==> src/rtl/zcf_pkg.sv <==
package zcf_pkg;
  localparam int unsigned WIN_W    = 6;
  localparam int unsigned DEPTH    = 1 << WIN_W;
  localparam int unsigned HALF_W   = WIN_W / 2;
  localparam int unsigned MAJ      = HALF_W / 2 + 1;
  localparam int unsigned EVT_MARK = 1;

  // at least MAJ ones in the old half, at least MAJ zeros in the new half
  function automatic logic is_candidate(int unsigned pat);
    int unsigned ones_old;
    int unsigned zeros_new;
    ones_old  = 0;
    zeros_new = 0;
    for (int unsigned k = 0; k < HALF_W; k++) begin
      if (((pat >> (k + HALF_W)) & 1) == 1) ones_old++;
      if (((pat >> k) & 1) == 0) zeros_new++;
    end
    return (ones_old >= MAJ) && (zeros_new >= MAJ);
  endfunction

  // candidates that would shadow or repeat a neighbouring event
  function automatic logic is_pruned(int unsigned pat);
    case (pat)
      25, 28, 40, 41, 48, 49, 50, 60: return 1'b1;
      default:                        return 1'b0;
    endcase
  endfunction

  function automatic logic is_event(int unsigned pat);
    return is_candidate(pat) && !is_pruned(pat);
  endfunction
endpackage

==> src/rtl/zcf_table.sv <==
module zcf_table
  import zcf_pkg::*;
#(
  parameter int unsigned W = WIN_W,
  localparam int unsigned N = 1 << W
) (
  input  logic [W-1:0] rd_addr_i,
  output logic [W-1:0] rd_data_o,
  input  logic [W-1:0] probe_i,
  output logic         probe_evt_o
);
  logic [W-1:0] entry [N];
  logic [N-1:0] evt_map;

  for (genvar i = 0; i < N; i++) begin : g_ent
    localparam logic [W-1:0] DBL = W'((i * 2) % N);
    localparam logic         EVT = is_event(i);
    assign entry[i]   = EVT ? W'(EVT_MARK) : DBL;
    assign evt_map[i] = EVT;
  end

  assign rd_data_o   = entry[rd_addr_i];
  assign probe_evt_o = evt_map[probe_i];
endmodule

==> src/rtl/zcf_window.sv <==
module zcf_window
  import zcf_pkg::*;
#(
  parameter int unsigned W = WIN_W
) (
  input  logic         clk_i,
  input  logic         rst_ni,
  input  logic         sample_i,
  input  logic         strobe_i,
  input  logic         clear_i,
  input  logic [W-1:0] tbl_data_i,
  input  logic         probe_evt_i,
  output logic [W-1:0] addr_o,
  output logic [W-1:0] probe_o,
  output logic         event_o
);
  logic [W-1:0] addr_q;
  logic         parked_q;
  logic         event_q;
  logic         take;

  assign probe_o = tbl_data_i + W'(sample_i);
  assign take    = strobe_i && !parked_q && !clear_i;

  always_ff @(posedge clk_i or negedge rst_ni) begin
    if (!rst_ni) begin
      addr_q   <= '0;
      parked_q <= 1'b0;
      event_q  <= 1'b0;
    end else if (clear_i) begin
      addr_q   <= '0;
      parked_q <= 1'b0;
      event_q  <= 1'b0;
    end else if (take) begin
      if (probe_evt_i) begin
        addr_q   <= W'(EVT_MARK);
        parked_q <= 1'b1;
        event_q  <= 1'b1;
      end else begin
        addr_q  <= probe_o;
        event_q <= 1'b0;
      end
    end else begin
      event_q <= 1'b0;
    end
  end

  assign addr_o  = addr_q;
  assign event_o = event_q;


  evt_one_pulse_chk: assert property (@(posedge clk_i) disable iff (!rst_ni)
    event_q |=> !event_q);

  evt_after_strobe_chk: assert property (@(posedge clk_i) disable iff (!rst_ni)
    $rose(event_q) |-> $past(strobe_i) && !$past(clear_i));

  parked_hold_chk: assert property (@(posedge clk_i) disable iff (!rst_ni)
    (parked_q && !clear_i) |=> $stable(addr_q) && !event_q);

  clear_chk: assert property (@(posedge clk_i) disable iff (!rst_ni)
    clear_i |=> (addr_q == '0) && !event_q);

  idle_hold_chk: assert property (@(posedge clk_i) disable iff (!rst_ni)
    (!strobe_i && !clear_i) |=> $stable(addr_q) && !event_q);

  shift_chk: assert property (@(posedge clk_i) disable iff (!rst_ni)
    (take && !probe_evt_i) |=> addr_q == {$past(addr_q[W-2:0]), $past(sample_i)});
endmodule

==> src/rtl/zcf_majority_filter.sv <==
module zcf_majority_filter
  import zcf_pkg::*;
(
  input  logic             clk_i,
  input  logic             rst_ni,
  input  logic             sample_i,
  input  logic             strobe_i,
  input  logic             clear_i,
  output logic             event_o,
  output logic [WIN_W-1:0] window_o
);
  logic [WIN_W-1:0] addr;
  logic [WIN_W-1:0] tbl_data;
  logic [WIN_W-1:0] probe;
  logic             probe_evt;

  zcf_table #(.W(WIN_W)) u_table (
    .rd_addr_i  (addr),
    .rd_data_o  (tbl_data),
    .probe_i    (probe),
    .probe_evt_o(probe_evt)
  );

  zcf_window #(.W(WIN_W)) u_window (
    .clk_i      (clk_i),
    .rst_ni     (rst_ni),
    .sample_i   (sample_i),
    .strobe_i   (strobe_i),
    .clear_i    (clear_i),
    .tbl_data_i (tbl_data),
    .probe_evt_i(probe_evt),
    .addr_o     (addr),
    .probe_o    (probe),
    .event_o    (event_o)
  );

  assign window_o = addr;
endmodule

==> config.mk <==
export PLATFORM = sky130hd
export DESIGN_NAME = zcf_majority_filter
export DESIGN_NICKNAME = d
export VERILOG_FILES = /design/src/rtl/zcf_pkg.sv /design/src/rtl/zcf_table.sv /design/src/rtl/zcf_window.sv /design/src/rtl/zcf_majority_filter.sv
export SDC_FILE = /design/constraint.sdc
export NUM_CORES = 1
export LEC_CHECK = 0
export BUFFER_PORTS_ARGS = -buffer_cell sky130_fd_sc_hd__buf_2
export CAP_MARGIN = 20
export CORE_MARGIN = 1
export CORE_UTILIZATION = 50
export CTS_BUF_LIST = sky130_fd_sc_hd__clkbuf_4 sky130_fd_sc_hd__clkbuf_8
export DETAILED_ROUTE_END_ITERATION = 7
export GPL_ROUTABILITY_DRIVEN = 1
export PLACE_DENSITY_LB_ADDON = 0.3
export SLEW_MARGIN = 20
export SYNTH_ARGS = -nofsm -noshare
export SYNTH_HDL_FRONTEND = slang
export SYNTH_HIERARCHICAL = 1
export SYNTH_SLANG_ARGS = --single-unit
==> constraint.sdc <==
create_clock -name clk_i -period 6.4 [get_ports clk_i]
set_input_delay 0.96 -clock clk_i [delete_from_list [all_inputs] [get_ports clk_i]]
set_output_delay 0.96 -clock clk_i [all_outputs]
set_load 0.005 [all_outputs]
==> results of run 1 <==
## report_power, final
group | switching (uW) | internal (uW) | leakage (uW) | total [uW]
logic | 7.81 | 5.57 | 0.000184 | 13.4
registers | 1.88 | 51.5 | 0.000110 | 53.4
clock network | 16.7 | 21.4 | 0.0000138 | 38.1
## worst max-delay path: cells and delay by family, from the launching register on
kind                       cells  cell delay (ps)
and+or+nand+nor                4              820
adders and majority gates      2              410
xor gates and xnor gates       1              280
AOI/OAI and AO/OA              7             1200
DFF                            1              450
## per-layer routing
metal / up-vias / track usage / share of wire
met5: - / 0 / 0
met4: 0 / 0.0259 / 0
met3: 0 / 0.0867 / 0.074
met2: 25 / 0.358 / 0.45
met1: 270 / 0.292 / 0.48
li1: 315 / - / -
## layout by cell type, fill, tap and decap left out, drive strengths merged, types with 2 or more instances in the layout
cell type	Yosys	layout
ha	2	2
nand3b	4	4
nand2b	3	3
nor2	10	10
nand2	7	7
nor3b	3	3
o22ai	2	2
xor2	2	2
nor3	3	3
xnor2	3	3
dfrtp	8	8
a21oi	6	6
nand3	5	5
inv	2	2
buf	3	11
or2b	2	2
clkbuf	0	3
a31o	2	2
## cell families (layout without fill, tap and decap cells)
logic type / count (synthesis) / after routing
compound gates: 18 / 18
xor+xnor: 5 / 5
fa+ha+maj: 2 / 2
buf+inv: 5 / 16
flops: 8 / 8
mux: 2 / 2
simple gates: 39 / 39
## per-stage QoR
step                setup WS [ps]  utilization  total power (uW)
finish                       3080        0.629               105
CTS                          3080        0.629               107
floorplan                    3490            -              63.8
global placement             3230        0.610              67.4
global route                 2690        0.629               112
detailed placement           3110        0.610              67.7
## sequential cells by signal, summed over array words and instances, names as in the netlist
register,flops
u_window/addr_o,6
u_window/event_o,1
u_window/parked_q,1
## Yosys cell counts, types with 2 or more instances
master	count
a21oi_1	6
a31o_2	2
buf_6	2
dfrtp_1	8
ha_1	2
inv_1	2
nand2_1	7
nand2b_1	3
nand3_1	5
nand3b_1	4
nor2_1	9
nor3_1	3
nor3b_1	3
o22ai_1	2
or2b_1	2
xnor2_1	3
xor2_1	2
## layout make-up
class                   count  area [um2]  share of cell area
clock buffers               3        22.5              0.0306
inverters                   2        7.51              0.0102
flip-flops and latches      8         200               0.272
well taps                  14        17.5              0.0238
repair buffers             11        55.1              0.0747
multi-input cells          66         434               0.589
## worst min-delay path by stage
stage	from	end	slack, ps	cells after the start
floorplan	u_window/parked_q	u_window/parked_q	500	2
global placement	u_window/parked_q	u_window/parked_q	530	2
detailed placement	u_window/parked_q	u_window/parked_q	530	2
CTS	rst_ni	u_window/parked_q	540	1
global route	rst_ni	u_window/addr_o[4]	540	1
finish	rst_ni	u_window/parked_q	540	1
==> metrics.cfg, run 1 <==
[run_status]
outcome = completed

[logic_synthesis]
yosysTopAreaCell = dfrtp_1
synthXorXnorAreaFrac = 0.0654
syn_avg_cell_area_um2 = 8.47
synthDistinctLibCells = 31
yosysTopAreaCellShare = 0.299
async_flop_share = 1.00
synth.area.mux_share = 0.0318
synth_warnings = 6
seq_area_frac_synth = 0.299
synth_edf_count = 0
ys_seq_elements = 8
yosys-top-cells-area = dfrtp_1 (30%), nor2_1 (5.0%), a21oi_1 (4.5%), nand3b_1 (4.5%), nand2_1 (3.9%)
synthSimpleGateAreaFrac = 0.316
synth_compound_area_frac = 0.198
synth_area_um2 = 669
syn_inst = 79
syn-num-nets = 86
synthFlopType = dfrtp_1
synth_top_family_by_area = simple AND/OR/NAND/NOR gates
yosys.area_share.adder = 0.0374

[floorplan]
initial_utilization = 0.572
ios = 12
std_cell_rows = 12
core_um2 = 1170
die_y_um = 38.6
dieArea_um2 = 1490
die_x_um = 38.6

[clock_tree]
clock_sinks = 8
cts-root-buf = clkbuf_4
numCtsBuffers = 3
insertion_delay_ps = 250
cts_setup_buffers = 0
cts_resized = 0
path_clk_slew_ps = 50
postCtsHoldBufs = 0
clock_path_buffers = 2
cts_tree = done
htreeDepth = 1

[timing]
finalCritPeriodShare = 0.519
worstMarginPinSlew_ps = 541
hold_ws_ps = 536
max_freq_ghz = 0.301
setup_violations = 0
final_hold_viol_count = 0
rsz0062_at_grt = false
relSlewSlack = 0.635
slew_viol_final = 0
setup-tns-final_ps = 0
final.min_clock_period_ps = 3320
fin_worst_skew_ps = 3.64

[setup_path]
start_kind = register
endpoint_kind = register
worstPathRequired_ps = 6520
r2r_end = u_window/addr_o[5]
critPathMaxStageDelay_ps = 470
critPathKind = register to register
critPathMaxFanout = 7
crit_path_end = u_window/addr_o[5]
regToRegSetupSlack_ps = 3080
cp_cell_sequence = or2b_1 -> o22ai_1 -> a21boi_1 -> o22ai_1 -> ha_1 -> ha_1 -> nand3_1 -> xnor2_1 -> nor4bb_1 -> a21oi_1 -> o21ai_0 -> nor2_2 -> o2111ai_1 -> o311ai_2
cp-startpoint = u_window/addr_o[1]
r2r-start = u_window/addr_o[1]
reg2reg_depth = 14
crit_slowest_cell = o21ai_0
cp.arrival_ps = 3440

[global_route]
grt_pass1_vias = 513
globalRouteOverflowTotal = 0
grt_pass1_wl_mm = 2.28
grt_max_degree = 10
grt_util_all_layers = 0.224
antenna_found_initial = 0

[routing]
drtPass1Iterations = 4
drc = 0
drt-initial-drc-count = 24
drt-total-wl_mm = 1.32
via_count = 610
via_per_inst = 5.87
post_drt_wl_per_cell_um = 12.7
drtAntennaViolNets = 0

[pwr]
vdd_ir_drop_max_mv = 0.126
power_leakage_uw = 0.000308
power_density_nw_per_um2 = 142

[place]
place_inst = 101
port_buffers = 11
place_area_um2 = 714
place_congestion = 0.805
dp_hpwl_mm = 1.02

[final_layout]
area_growth_pct = 10.1
stdcell_count = 104
drive_above_1_share = 0.222
fin_nets = 99
fin_area_um2 = 737
n_antenna_cell = 0
fill_cells = 110

[worst_hold_path]
hold_path.class = input pin to async pin

[flow_run]
maxCapViolCount = 0

No activity file was read; power rests on OpenSTA's default activity.
==> run 2: changes to the inputs <==
- ABC_AREA: unset -> 1
- clock period: 6.4 -> 2.95 ns (I/O delays scaled with it)
==> run 2 against run 1 <==
Effect of this change:
- die area down 0.72%
- area after synthesis down 0.75%
- cell area up 4.4%
- setup slack lost 2800 ps
- sequential cell count is the same
- largest cell class unchanged
==> metrics.cfg, run 2 <==
[logic_synthesis]
synth_area_um2 = 664  ; was 669 um2
syn-num-nets = 112  ; was 86
async_flop_share = 1.00  ; unchanged
yosys-top-cells-area = dfrtp_1 (30%), nand2_1 (21%), inv_1 (10%), o21ai_0 (5.3%), nand3_1 (4.5%)  ; was dfrtp_1 (30%), nor2_1 (5.0%), a21oi_1 (4.5%), nand3b_1 (4.5%), nand2_1 (3.9%)
yosysTopAreaCell = dfrtp_1  ; unchanged
syn_avg_cell_area_um2 = 6.33  ; was 8.47 um2
ys_seq_elements = 8  ; unchanged
synthFlopType = dfrtp_1  ; unchanged
synth_warnings = 6  ; unchanged
seq_area_frac_synth = 0.301  ; was 0.299
yosysTopAreaCellShare = 0.301  ; was 0.299
syn_inst = 105  ; was 79
synthDistinctLibCells = 23  ; was 31
synth_most_common_cell = nand2_1  ; was nor2_1
synth_edf_count = 0  ; unchanged
yosys-top-cells-count = nand2_1 (38), inv_1 (18), dfrtp_1 (8), nor2_1 (8), o21ai_0 (7)  ; was nor2_1 (9), dfrtp_1 (8), nand2_1 (7)

[global_route]
grt_pass1_wl_mm = 2.44  ; was 2.28 mm
antenna_found_initial = 0  ; unchanged
globalRouteOverflowTotal = 0  ; unchanged
grt_pass1_vias = 578  ; was 513
grt_max_degree = 11  ; was 10
grt_util_all_layers = 0.241  ; was 0.224

[timing]
fin_worst_skew_ps = 6.41  ; was 3.64 ps
relSlewSlack = 0.723  ; was 0.635
worstMarginPinSlew_ps = 411  ; was 541 ps
final_hold_viol_count = 0  ; unchanged
slew_viol_final = 0  ; unchanged
setup_violations = 0  ; unchanged
setup-tns-final_ps = 0  ; unchanged
max_freq_ghz = 0.376  ; was 0.301 GHz
rsz0062_at_grt = false  ; unchanged
final.min_clock_period_ps = 2660  ; was 3320 ps
fin_ws_ps = 289  ; was 3080 ps
finalCritPeriodShare = 0.902  ; was 0.519

[setup_path]
worstPathRequired_ps = 3090  ; was 6520 ps
critPathKind = register to register  ; unchanged
endpoint_kind = register  ; unchanged
reg2reg_depth = 20  ; was 14
cp.arrival_ps = 2800  ; was 3440 ps
crit_slowest_cell = dfrtp_1  ; was o21ai_0
r2r_end = u_window/addr_o[1]  ; was u_window/addr_o[5]
critPathMaxFanout = 7  ; unchanged
regToRegSetupSlack_ps = 290  ; was 3080 ps
start_kind = register  ; unchanged
cpMostUsedCell = nand2_1
cp_cell_sequence = nor2_2 -> nand3_1 -> nand2_1 -> nand3_1 -> nand2_1 -> ha_1 -> ha_1 -> nand3_1 -> xor2_2 -> nand2_1 -> inv_1 -> o21ai_0 -> nand2_1 -> inv_1 -> nor2_1 -> inv_1 -> nand2_1 -> nor2_2 -> nand2_1 -> nand2_1  ; was or2b_1 -> o22ai_1 -> a21boi_1 -> o22ai_1 -> ha_1 -> ha_1 -> nand3_1 -> xnor2_1 -> nor4bb_1 -> a21oi_1 -> o21ai_0 -> nor2_2 -> o2111ai_1 -> o311ai_2
critPathMaxStageDelay_ps = 460  ; was 470 ps
r2r-start = u_window/addr_o[1]  ; unchanged

[place]
dp_hpwl_mm = 1.18  ; was 1.02 mm
port_buffers = 11  ; unchanged
place_congestion = 0.729  ; was 0.805
place_ws_ps = 270  ; was 3110 ps
place_inst = 130  ; was 101
place_area_um2 = 737  ; was 714 um2

[clock_tree]
numCtsBuffers = 3  ; unchanged
cts-root-buf = clkbuf_4  ; unchanged
htreeDepth = 1  ; unchanged
cts_setup_buffers = 0  ; unchanged
clock_sinks = 8  ; unchanged
postCtsHoldBufs = 0  ; unchanged
path_clk_slew_ps = 60  ; was 50 ps
clock_path_buffers = 2  ; unchanged
cts_tree = done  ; unchanged
insertion_delay_ps = 260  ; was 250 ps

[routing]
post_drt_wl_per_cell_um = 11.6  ; was 12.7 um
via_per_inst = 5.44  ; was 5.87
drt-total-wl_mm = 1.55  ; was 1.32 mm
via_count = 724  ; was 610
drtAntennaViolNets = 0  ; unchanged
drt-initial-drc-count = 37  ; was 24
drtPass1Iterations = 4  ; unchanged
drc = 0  ; unchanged

[final_layout]
fin_nets = 128  ; was 99
final_cell_mix = nand2_1 (38), inv_1 (18), buf_2 (11), dfrtp_1 (8), nor2_1 (7)  ; was buf_2 (11), nor2_1 (9), dfrtp_1 (8), nand2_1 (7), a21oi_1 (6)
largest_reg_flops = 6  ; unchanged
stdcell_count = 133  ; was 104
mostFrequentLayoutCell = nand2_1  ; was buf_2
drive_above_1_share = 0.176  ; was 0.222
fin_area_um2 = 769  ; was 737 um2
n_antenna_cell = 0  ; unchanged
area_growth_pct = 15.8  ; was 10.1%

[floorplan]
die_y_um = 38.5  ; was 38.6 um
dieArea_um2 = 1480  ; was 1490 um2
initial_utilization = 0.567  ; was 0.572
core_um2 = 1170  ; unchanged
std_cell_rows = 12  ; unchanged
ios = 12  ; unchanged
die_x_um = 38.5  ; was 38.6 um

[run_status]
outcome = completed  ; unchanged

[pwr]
vdd_ir_drop_max_mv = 0.136  ; was 0.126 mV
power_leakage_uw = 0.000432  ; was 0.000308 uW
power_density_nw_per_um2 = 294  ; was 142 nW/um2

[flow_run]
maxCapViolCount = 0  ; unchanged

[worst_hold_path]
hold_path.class = input pin to async pin  ; unchanged

run 2: cell types whose count changed after synthesis, sizes merged, moves of 4 or more:
cell    previous run  this run
a21oi              6         2
o21ai              1         8
inv                2        19
nand3b             4         0
nand2              7        38
run 2: timing repair:
item | CTS | global route
endpoints found under the setup margin | 0 | 5
resized for setup | 0 | 3
endpoints found under the hold margin | 0 | 0
run 2: kinds of logic (layout without fill, tap and decap cells):
family,count (synthesis),count (layout),share of synthesized area
adder cells (fa/ha/maj),2,2,0.0377
buffers and inverters,19,33,0.107
XOR/XNOR,3,3,0.0396
AO/OA/AOI/OAI,16,16,0.149
AND/OR/NAND/NOR,57,57,0.365
flip-flops,8,8,0.301
run 2: metal layers:
layer  up-vias  global-route usage  routed length (um)
met5         -                   0                   0
met4         0               0.103                  23
met3         5              0.0523                  74
met2        26               0.394                 745
met1       338               0.302                 703
li1        355                   -                   -
run 2: through the flow:
stage / power, uW / utilization / hold WS, ps
2_1_floorplan: 132 / - / 147
3_3_place_gp: 142 / 0.629 / 285
3_5_place_dp: 143 / 0.629 / 289
4_1_cts: 227 / 0.649 / 11.8
5_1_grt: 235 / 0.657 / 19.9
6_report: 226 / 0.657 / 11.2
run 2: power breakdown:
group	leakage [uW]	switching, uW	internal [uW]
logic	0.000307	17.6	9.65
registers	0.000111	3.13	111
clock network	0.0000138	37.5	46.6
total	0.000432	58.2	168
run 2: final cells by class:
cell class / count / area (um2)
Clock buffer: 3 / 22.5
Tap cell: 14 / 17.5
Multi-Input combinational cell: 78 / 403
Fill cell: 107 / 402
Sequential cell: 8 / 200
Inverter: 19 / 71.3
Timing Repair Buffer: 11 / 55.1
run 2: worst max-delay path by stage:
stage / slack, ps / to / depth (start not counted) / start
floorplan: 610 / u_window/addr_o[5] / 20 / u_window/addr_o[1]
global placement: 350 / u_window/addr_o[5] / 20 / u_window/addr_o[1]
detailed placement: 270 / u_window/addr_o[1] / 20 / u_window/addr_o[1]
CTS: 240 / u_window/addr_o[1] / 20 / u_window/addr_o[1]
global route: 1 / u_window/addr_o[1] / 20 / u_window/addr_o[1]
finish: 290 / u_window/addr_o[1] / 20 / u_window/addr_o[1]
run 2: critical path: cells and delay by family (launching register included):
| family | cells | cell delay [ps] |
|---|---|---|
| fa+ha+maj | 2 | 400 |
| simple gates | 13 | 1190 |
| buf+inv | 3 | 190 |
| xor+xnor | 1 | 210 |
| flops | 1 | 460 |
| compound gates | 1 | 80 |
